File: src/rtl/codec_sp_pkg.sv
package codec_sp_pkg;

   localparam int WORD_W = 16;
   localparam int BYTE_W = 8;
   localparam int ADDR_W = 5;
   localparam int CNT_W  = 5;

   typedef enum logic {
      FR_PRI = 1'b0,
      FR_SEC = 1'b1
   } frame_e;

   typedef struct packed {
      logic [1:0]        rsv;
      logic              rd;
      logic [ADDR_W-1:0] addr;
   } cmd_t;

   function automatic logic cmd_hits(input cmd_t c, input int nregs);
      return (c.rsv == 2'b00) && (c.addr != '0) && (int'(c.addr) <= nregs);
   endfunction

endpackage

File: src/rtl/codec_sp_sync.sv
module codec_sp_sync #(
   parameter int STAGES = 2
) (
   input  logic clk,
   input  logic rst,
   input  logic sclk,
   input  logic fs,
   input  logic din,
   input  logic hw_req,
   output logic sclk_fall,
   output logic fs_q,
   output logic fs_rise,
   output logic din_q,
   output logic hw_q
);
   localparam int LANES = 4;

   logic [LANES-1:0] pipe [STAGES];
   logic [LANES-1:0] last;

   generate
      if (STAGES < 2) begin : g_bad_stages
         $error("codec_sp_sync: STAGES must be at least 2");
      end
   endgenerate

   always_ff @(posedge clk) begin
      if (rst) begin
         for (int i = 0; i < STAGES; i++) pipe[i] <= '0;
         last <= '0;
      end else begin
         pipe[0] <= {hw_req, din, fs, sclk};
         for (int i = 1; i < STAGES; i++) pipe[i] <= pipe[i-1];
         last <= pipe[STAGES-1];
      end
   end

   assign sclk_fall = last[0] & ~pipe[STAGES-1][0];
   assign fs_q      = pipe[STAGES-1][1];
   assign fs_rise   = ~last[1] & pipe[STAGES-1][1];
   assign din_q     = pipe[STAGES-1][2];
   assign hw_q      = pipe[STAGES-1][3];

endmodule

File: src/rtl/codec_sp_shift.sv
module codec_sp_shift
   import codec_sp_pkg::*;
(
   input  logic              clk,
   input  logic              rst,
   input  logic              fs_q,
   input  logic              fs_rise,
   input  logic              bit_stb,
   input  logic              din_q,
   input  logic [WORD_W-1:0] tx_word,
   input  logic              hi_load,
   input  logic [BYTE_W-1:0] hi_val,
   output logic              tx_bit,
   output logic [CNT_W-1:0]  bit_cnt,
   output logic              half_done,
   output logic [BYTE_W-1:0] upper_byte,
   output logic              word_done,
   output logic [WORD_W-1:0] rx_word
);
   localparam logic [CNT_W-1:0] LAST_BIT = CNT_W'(WORD_W - 1);
   localparam logic [CNT_W-1:0] MID_BIT  = CNT_W'(BYTE_W - 1);
   localparam logic [CNT_W-1:0] FULL     = CNT_W'(WORD_W);

   logic [WORD_W-1:0] sin;
   logic [WORD_W-1:0] sout;
   logic              take;

   assign take = bit_stb && (bit_cnt != FULL);

   always_ff @(posedge clk) begin
      if (rst) begin
         bit_cnt   <= '0;
         sin       <= '0;
         word_done <= 1'b0;
         half_done <= 1'b0;
         rx_word   <= '0;
      end else begin
         word_done <= 1'b0;
         half_done <= 1'b0;
         if (!fs_q) begin
            bit_cnt <= '0;
         end else if (take) begin
            bit_cnt <= bit_cnt + 1'b1;
            sin     <= {sin[WORD_W-2:0], din_q};
            if (bit_cnt == MID_BIT) half_done <= 1'b1;
            if (bit_cnt == LAST_BIT) begin
               word_done <= 1'b1;
               rx_word   <= {sin[WORD_W-2:0], din_q};
            end
         end
      end
   end

   always_ff @(posedge clk) begin
      if (rst) begin
         sout <= '0;
      end else if (fs_rise) begin
         sout <= tx_word;
      end else if (hi_load) begin
         sout[WORD_W-1 -: BYTE_W] <= hi_val;
      end else if (take) begin
         sout <= {sout[WORD_W-2:0], 1'b0};
      end
   end

   assign tx_bit     = sout[WORD_W-1];
   assign upper_byte = sin[BYTE_W-1:0];

endmodule

File: src/rtl/codec_sp_regs.sv
module codec_sp_regs
   import codec_sp_pkg::*;
#(
   parameter int                       NUM_REGS     = 6,
   parameter logic [NUM_REGS*BYTE_W-1:0] REG_DEFAULTS = '0
) (
   input  logic                         clk,
   input  logic                         rst,
   input  logic                         we,
   input  logic [ADDR_W-1:0]            waddr,
   input  logic [BYTE_W-1:0]            wdata,
   input  logic [ADDR_W-1:0]            raddr,
   output logic [BYTE_W-1:0]            rdata,
   output logic [NUM_REGS*BYTE_W-1:0]   flat
);
   logic [BYTE_W-1:0] bank [NUM_REGS];

   always_ff @(posedge clk) begin
      if (rst) begin
         for (int k = 0; k < NUM_REGS; k++) bank[k] <= REG_DEFAULTS[k*BYTE_W +: BYTE_W];
      end else if (we) begin
         for (int k = 0; k < NUM_REGS; k++) begin
            if (waddr == ADDR_W'(k + 1)) bank[k] <= wdata;
         end
      end
   end

   always_comb begin
      rdata = '0;
      for (int k = 0; k < NUM_REGS; k++) begin
         if (raddr == ADDR_W'(k + 1)) rdata = bank[k];
      end
   end

   generate
      for (genvar g = 0; g < NUM_REGS; g++) begin : g_flat
         assign flat[g*BYTE_W +: BYTE_W] = bank[g];
      end
   endgenerate

endmodule

File: src/rtl/codec_sp_ctrl.sv
module codec_sp_ctrl
   import codec_sp_pkg::*;
#(
   parameter int                         NUM_REGS     = 6,
   parameter int                         SYNC_STAGES  = 2,
   parameter bit                         SW_REQ_FLAG  = 1'b1,
   parameter logic [NUM_REGS*BYTE_W-1:0] REG_DEFAULTS = 48'h0C_00_3F_A5_00_81
) (
   input  logic                         clk,
   input  logic                         rst,
   input  logic                         sclk,
   input  logic                         fs,
   input  logic                         din,
   input  logic                         hw_req,
   output logic                         dout,
   input  logic [WORD_W-1:0]            adc_word,
   output logic [WORD_W-1:0]            dac_word,
   output logic                         dac_valid,
   output logic [NUM_REGS*BYTE_W-1:0]   ctrl_regs
);
   localparam logic [CNT_W-1:0] ECHO_BITS = CNT_W'(BYTE_W);

   generate
      if (NUM_REGS < 1 || NUM_REGS > (2**ADDR_W) - 1) begin : g_bad_regs
         $error("codec_sp_ctrl: NUM_REGS out of address range");
      end
   endgenerate

   logic              sclk_fall, fs_q, fs_rise, din_q, hw_q;
   logic              bit_stb;
   logic              tx_bit, half_done, word_done;
   logic [CNT_W-1:0]  bit_cnt;
   logic [BYTE_W-1:0] upper_byte;
   logic [WORD_W-1:0] rx_word, tx_word;
   logic              hi_load;
   logic [BYTE_W-1:0] hi_val;
   frame_e            frame_q;
   logic              in_sec;
   logic              hw_seen;
   logic              sw_req;
   logic [WORD_W-1:0] dac_next;
   cmd_t              rd_cmd, wr_cmd;
   logic              reg_we;
   logic [BYTE_W-1:0] rd_data;

   codec_sp_sync #(.STAGES(SYNC_STAGES)) u_sync (
      .clk(clk), .rst(rst), .sclk(sclk), .fs(fs), .din(din), .hw_req(hw_req),
      .sclk_fall(sclk_fall), .fs_q(fs_q), .fs_rise(fs_rise), .din_q(din_q), .hw_q(hw_q)
   );

   assign bit_stb = sclk_fall & fs_q;
   assign in_sec  = (frame_q == FR_SEC);
   assign tx_word = in_sec ? '0 : adc_word;

   codec_sp_shift u_shift (
      .clk(clk), .rst(rst), .fs_q(fs_q), .fs_rise(fs_rise), .bit_stb(bit_stb),
      .din_q(din_q), .tx_word(tx_word), .hi_load(hi_load), .hi_val(hi_val),
      .tx_bit(tx_bit), .bit_cnt(bit_cnt), .half_done(half_done),
      .upper_byte(upper_byte), .word_done(word_done), .rx_word(rx_word)
   );

   // readback: command byte is known once half the secondary word is in
   assign rd_cmd  = cmd_t'(upper_byte);
   assign hi_load = half_done & in_sec;
   assign hi_val  = (rd_cmd.rd && cmd_hits(rd_cmd, NUM_REGS)) ? rd_data : '0;

   // write: decoded at the end of the secondary word
   assign wr_cmd = cmd_t'(rx_word[WORD_W-1 -: BYTE_W]);
   assign reg_we = word_done && in_sec && !wr_cmd.rd && cmd_hits(wr_cmd, NUM_REGS);

   codec_sp_regs #(.NUM_REGS(NUM_REGS), .REG_DEFAULTS(REG_DEFAULTS)) u_regs (
      .clk(clk), .rst(rst), .we(reg_we), .waddr(wr_cmd.addr),
      .wdata(rx_word[BYTE_W-1:0]), .raddr(rd_cmd.addr), .rdata(rd_data),
      .flat(ctrl_regs)
   );

   generate
      if (SW_REQ_FLAG) begin : g_flag_bit
         assign sw_req   = rx_word[0];
         assign dac_next = {rx_word[WORD_W-1:1], 1'b0};
      end else begin : g_full_word
         assign sw_req   = 1'b0;
         assign dac_next = rx_word;
      end
   endgenerate

   always_ff @(posedge clk) begin
      if (rst) begin
         hw_seen <= 1'b0;
      end else if (fs_rise) begin
         hw_seen <= 1'b0;
      end else if (bit_stb && hw_q) begin
         hw_seen <= 1'b1;
      end
   end

   always_ff @(posedge clk) begin
      if (rst) begin
         frame_q   <= FR_PRI;
         dac_word  <= '0;
         dac_valid <= 1'b0;
      end else begin
         dac_valid <= 1'b0;
         if (word_done) begin
            if (in_sec) begin
               frame_q <= FR_PRI;
            end else begin
               dac_word  <= dac_next;
               dac_valid <= 1'b1;
               frame_q   <= (sw_req || hw_seen) ? FR_SEC : FR_PRI;
            end
         end
      end
   end

   // command byte is echoed straight from the input line
   assign dout = (in_sec && fs_q && bit_cnt < ECHO_BITS) ? din : tx_bit;

endmodule

File: config.mk
export PLATFORM = sky130hd
export DESIGN_NAME = codec_sp_ctrl
export DESIGN_NICKNAME = d
export VERILOG_FILES = /design/src/rtl/codec_sp_pkg.sv /design/src/rtl/codec_sp_sync.sv /design/src/rtl/codec_sp_shift.sv /design/src/rtl/codec_sp_regs.sv /design/src/rtl/codec_sp_ctrl.sv
export SDC_FILE = /design/constraint.sdc
export NUM_CORES = 1
export LEC_CHECK = 0
export BUFFER_PORTS_ARGS = -buffer_cell sky130_fd_sc_hd__buf_2
export CAP_MARGIN = 20
export CORE_ASPECT_RATIO = 0.5
export CORE_MARGIN = 4
export CORE_UTILIZATION = 64
export CTS_BUF_LIST = sky130_fd_sc_hd__clkbuf_4
export DETAILED_ROUTE_END_ITERATION = 10
export PLACE_DENSITY = 0.95
export RECOVER_POWER = 25
export SYNTH_ARGS = -nofsm -noshare
export SYNTH_HDL_FRONTEND = slang
export SYNTH_HIERARCHICAL = 1
export SYNTH_SLANG_ARGS = --single-unit
File: constraint.sdc
create_clock -name clk -period 3.6 [get_ports clk]
set_input_delay 0.72 -clock clk [delete_from_list [all_inputs] [get_ports clk]]
set_output_delay 0.72 -clock clk [all_outputs]
set_load 0.01 [all_outputs]
# After elaboration in Yosys (flattened, before gate mapping)
# Memory sizes are Yosys's and may differ from the RTL's.
# Index checks and enable logic that the tools add are counted.
# totals
regBits	74
ram_bits	56
inputBits	22
output_inout_bits	66
wordCells	133
mem_count	2
# classes
add_sub_neg	1
magnitude_cmp	3
n_eq_ne	16
n_mux	53
n_bitwise	18
reduce_logical	28
# mem_list
name	words	width	rd	rd_ports_with_merged_regs	write_ports	line	source
u_regs.bank	6	8	6	0	6	codec_sp_regs.sv:16	logic [BYTE_W-1:0] bank [NUM_REGS];
u_sync.pipe	2	4	2	0	2	codec_sp_sync.sv:18	logic [LANES-1:0] pipe [STAGES];
# ops
operator	n
2-to-1 mux 8 bit	15
2-to-1 mux 16 bit	3
equality test 5 x 3 -> 1 bit, second input constant	7
2-to-1 mux 1 bit	33
equality test 5 x 2 -> 1 bit, second input constant	4
logical AND 1 bit	12
equality test 5 x 1 -> 1 bit, second input constant	2
less-or-equal comparator 5 x 3 -> 1 bit, second input constant	2
nonzero test 5 bit	2
2-to-1 mux 4 bit	2
OR 1 bit	8
NOT 1 bit	6
AND reduction 2 bit	3
OR reduction 2 bit	3
adder 5 x 1 -> 5 bit, second input constant	1
equality test 5 x 4 -> 1 bit, second input constant	1
< comparator 5 x 4 -> 1 bit, second input constant	1
!= test 5 bit, second input constant	1
bitwise AND 1 bit	4
zero test 2 bit	2
AND reduction 3 bit	1
nonzero test 3 bit	1
OR reduction 3 bit	1
!= test 2 bit, second input constant	1
3 further kinds	3

# Depth between registers and ports, before layout
# depth
ltp_word	10
mapped_depth	10
mapped_depth_nobuf	7

# By module
# Netlist, hierarchy kept.
# modules_own_cells
mod	n_inst	cells_each	area_per_inst_um2	seq_area_each_um2
codec_sp_regs	1	204	2563.7	1441.4
codec_sp_shift	1	271	2432.3	1081.0
codec_sp_ctrl	1	121	903.4	360.3
codec_sp_sync	1	22	275.3	200.2

# Worst setup path after synthesis
# OpenSTA, ideal clock, no wires.
# synth_path
kind	register to register
start	register frame_q
end	memory u_regs.bank[2][0] (data pin)
setup_ns	0.266
arrival_time_ns	1.943
t_required_ns	3.334
path_slack_ns	1.391
stages_incl_launch_ff	8
n_path_buf	2
period_less_slack_ns	2.209
cell_sequence	dfxtp_1 > clkbuf_1 > nand4_1 > nor3_1 > or4b_1 > buf_6 > nor4b_4 > nand2b_1
# synth_lines
element	line	source
from (decl)	codec_sp_ctrl.sv:37	frame_e frame_q;
from (signal assigned)	codec_sp_ctrl.sv:110	frame_q <= (sw_req || hw_seen) ? FR_SEC : FR_PRI;
to (decl)	codec_sp_regs.sv:16	

==> results.cfg <==
[run_status]
run_status = complete, no violations

[power_and_ir_drop]
ir_drop_mv = 0.339
power_mw = 2.58
p_leak_nw = 2.44
power.density_mw_per_mm2 = 378

[critical_path]
cp.arrival_ns = 3.15
crit_start = frame_q
crit_path_max_fanout = 22
path_buf_inv = 0
crit_type = register to register
slowest_delay_ns = 0.79
crit_family = simple AND/OR/NAND/NOR gates
end_kind = register
worstPathRequired_ns = 3.85
reg2reg_from = frame_q
path_cells = nand4_1 -> nor3_1 -> or4b_1 -> nor4b_4 -> nand2b_1
crit_path_start_kind = register
cp_slowest_cell = dfxtp_1

[timing]
max_freq_ghz = 0.345
setup_violations = 0
skew_ns = 0.0131
fin_crit_ns = 2.90
worst_slew_pin_slew_ns = 1.08
period_share_pct = 80.6
setup-tns-final_ns = 0
maxSlewViolCount = 0
rsz0062_at_grt = false
report.final.hold_viol_count = 0
fin_hold_ws_ns = 0.421
slew_headroom_pct = 27.8

[logic_synthesis]
synth_warnings = 6
syn_inst = 618
ys_ff_latch = 130
yosysUniqueCellTypes = 55
synthArstFlopShare_pct = 0
synth_area_leaders = dfxtp_1 27%, edfxtp_1 23%, and2_1 4.5%, mux2i_1 3.7%, a21oi_1 3.6%
synth_ff_type = dfxtp_1
postSynthAreaPerCell_um2 = 9.99
synth-edff-count = 48
ys_seq_area_share_pct = 49.9
synth.largest_area_cell = dfxtp_1
postSynthNetCount = 643
synth_area_mm2 = 0.00617
netlist.area_leader.share_pct = 26.6

[place]
gp_congestion = 0.839
io_buffers = 86
place_area_mm2 = 0.00661
dpl.hpwl_mm = 10.1

[routing]
firstDrtPassIters = 5
totalWireLength_mm = 14.7
wl_per_cell_um = 17.7
via_per_inst = 6.03
dr_total_vias = 5019
initialDrtViolationCount = 481
drc_errors = 0
ant_nets = 0

[clock_tree]
clockBufferDepth = 2
htree_num_levels = 4
cts_setup_buffers = 0
ctsResizeCount = 0
cts_made_buffers = 17
holdBufCountCts = 0
clk_latency_ns = 0.50
cts_num_sinks = 130
clk_pin_slew_ns = 0.10
cts_tree = yes
cts-root-buf = clkbuf_4

[die]
core_area_mm2 = 0.00942
start_util_pct = 65.6
die_h_um = 77.5
dieArea_mm2 = 0.0114
ios = 88
die_w_um = 147
rows = 25

[cells_and_area]
syn2layout_area_growth_pct = 10.4
fillers = 638
design_area_mm2 = 0.00682
antenna_cells = 0
nets = 709
layout-drive-gt1-share_pct = 17.9

[global_routing]
grt_max_degree = 61
grt_pass1_wl_mm = 24.3
grt_usage_pct = 26.6
met2_usage_pct = 43.3
antenna_found_initial = 0
globalRouteMet3Util_pct = 7.53
met1_usage_pct = 34.1
grt_pass1_vias = 4878
grt-ovfl-total = 0
grt.busiest_layer = met2

[worst_hold_path]
min_path_type = input port to register
timing.hold.worst.start = fs

[job]
maxCapViolCount = 0
report_power, final:
part | leakage (nW) | total, mW | internal, mW | switching [mW]
Combinational | 1.19 | 0.111 | 0.0456 | 0.0655
Clock | 0.135 | 0.907 | 0.402 | 0.504
Sequential | 1.11 | 1.56 | 1.55 | 0.0150
Total | 2.44 | 2.58 | 1.99 | 0.585
through the flow:
stage                     instances  setup slack (ns)  utilization (%)
after floorplan                 618              1.39                -
after global placement          798             0.868             69.9
after detailed placement        799             0.792             70.2
after CTS                       831             0.721             72.9
after global routing            832             0.495             72.4
final                           832             0.698             72.4
sequential cells by signal, indices dropped and copies added, names as in the netlist:
| signal | flops |
|---|---|
| u_regs/bank | 48 |
| u_shift/rx_word | 16 |
| u_shift/sout | 16 |
| dac_word | 15 |
| u_shift/sin | 15 |
| u_sync/pipe | 8 |
| u_shift/bit_cnt | 5 |
| u_sync/last | 2 |
| dac_valid | 1 |
| frame_q | 1 |
| hw_seen | 1 |
| u_shift/half_done | 1 |
| u_shift/word_done | 1 |
metal layers:
layer / share of wire (%) / wire (µm) / vias up
li1: - / - / 2325
met1: 41 / 6000 / 2377
met2: 48 / 7010 / 288
met3: 9.1 / 1340 / 29
met4: 2.3 / 340 / 0
met5: 0 / 0 / -
final timing paths:
path                                          end  cells after the start  slack (ns)
worst max-delay path            u_regs/bank[2][5]                      5        0.70
worst min-delay path            u_sync/pipe[0][1]                      2        0.42
worst min register to register  u_sync/pipe[0][5]                      1        0.45
worst max register to register  u_regs/bank[2][5]                      5        0.70
cells by family (layout without fill, tap and decap cells):
group / Yosys count / in the layout / share of synthesized area, %
flip-flops: 130 / 130 / 49.9
buffers and inverters: 62 / 141 / 4.92
other: 1 / 1 / 0.0607
adder cells (fa/ha/maj): 3 / 3 / 0.608
AO/OA/AOI/OAI: 135 / 135 / 13.9
XOR/XNOR: 1 / 1 / 0.142
AND/OR/NAND/NOR: 254 / 254 / 25.1
multiplexers: 32 / 32 / 5.37
synthesized netlist by cell type (9+ instances only):
| master | n |
|---|---|
| nor2b_1 | 33 |
| or3b_2 | 9 |
| and2_1 | 44 |
| nand2b_1 | 28 |
| dfxtp_1 | 82 |
| o21ai_0 | 28 |
| buf_4 | 9 |
| buf_2 | 10 |
| or2_2 | 16 |
| clkbuf_1 | 22 |
| nand2_1 | 58 |
| a21o_1 | 13 |
| nand3_1 | 20 |
| edfxtp_1 | 48 |
| inv_1 | 13 |
| mux2i_1 | 23 |
| a21oi_1 | 45 |
cell usage in the layout, fill, tap and decap left out, drive strengths merged, types with 9 or more instances in the layout:
master  instances
a211oi          9
a21o           13
a21oi          45
and2           44
buf            51
clkbuf         62
clkinv         10
dfxtp          82
edfxtp         48
inv            13
mux2            9
mux2i          23
nand2          58
nand2b         28
nand3          20
nor2b          33
nor3           10
o21ai          28
or2            16
or3b            9
layout make-up:
cell class              instances  area, µm²  area share (%)
inverters                      14       52.6           0.771
flip-flops and latches        130       3080            45.2
well taps                     135        169            2.48
clock buffers                  18        135            1.98
clock inverters                14        121            1.78
repair buffers                 95        460            6.75
multi-input cells             426       2800            41.0
Power figures use the tool's default switching activity.
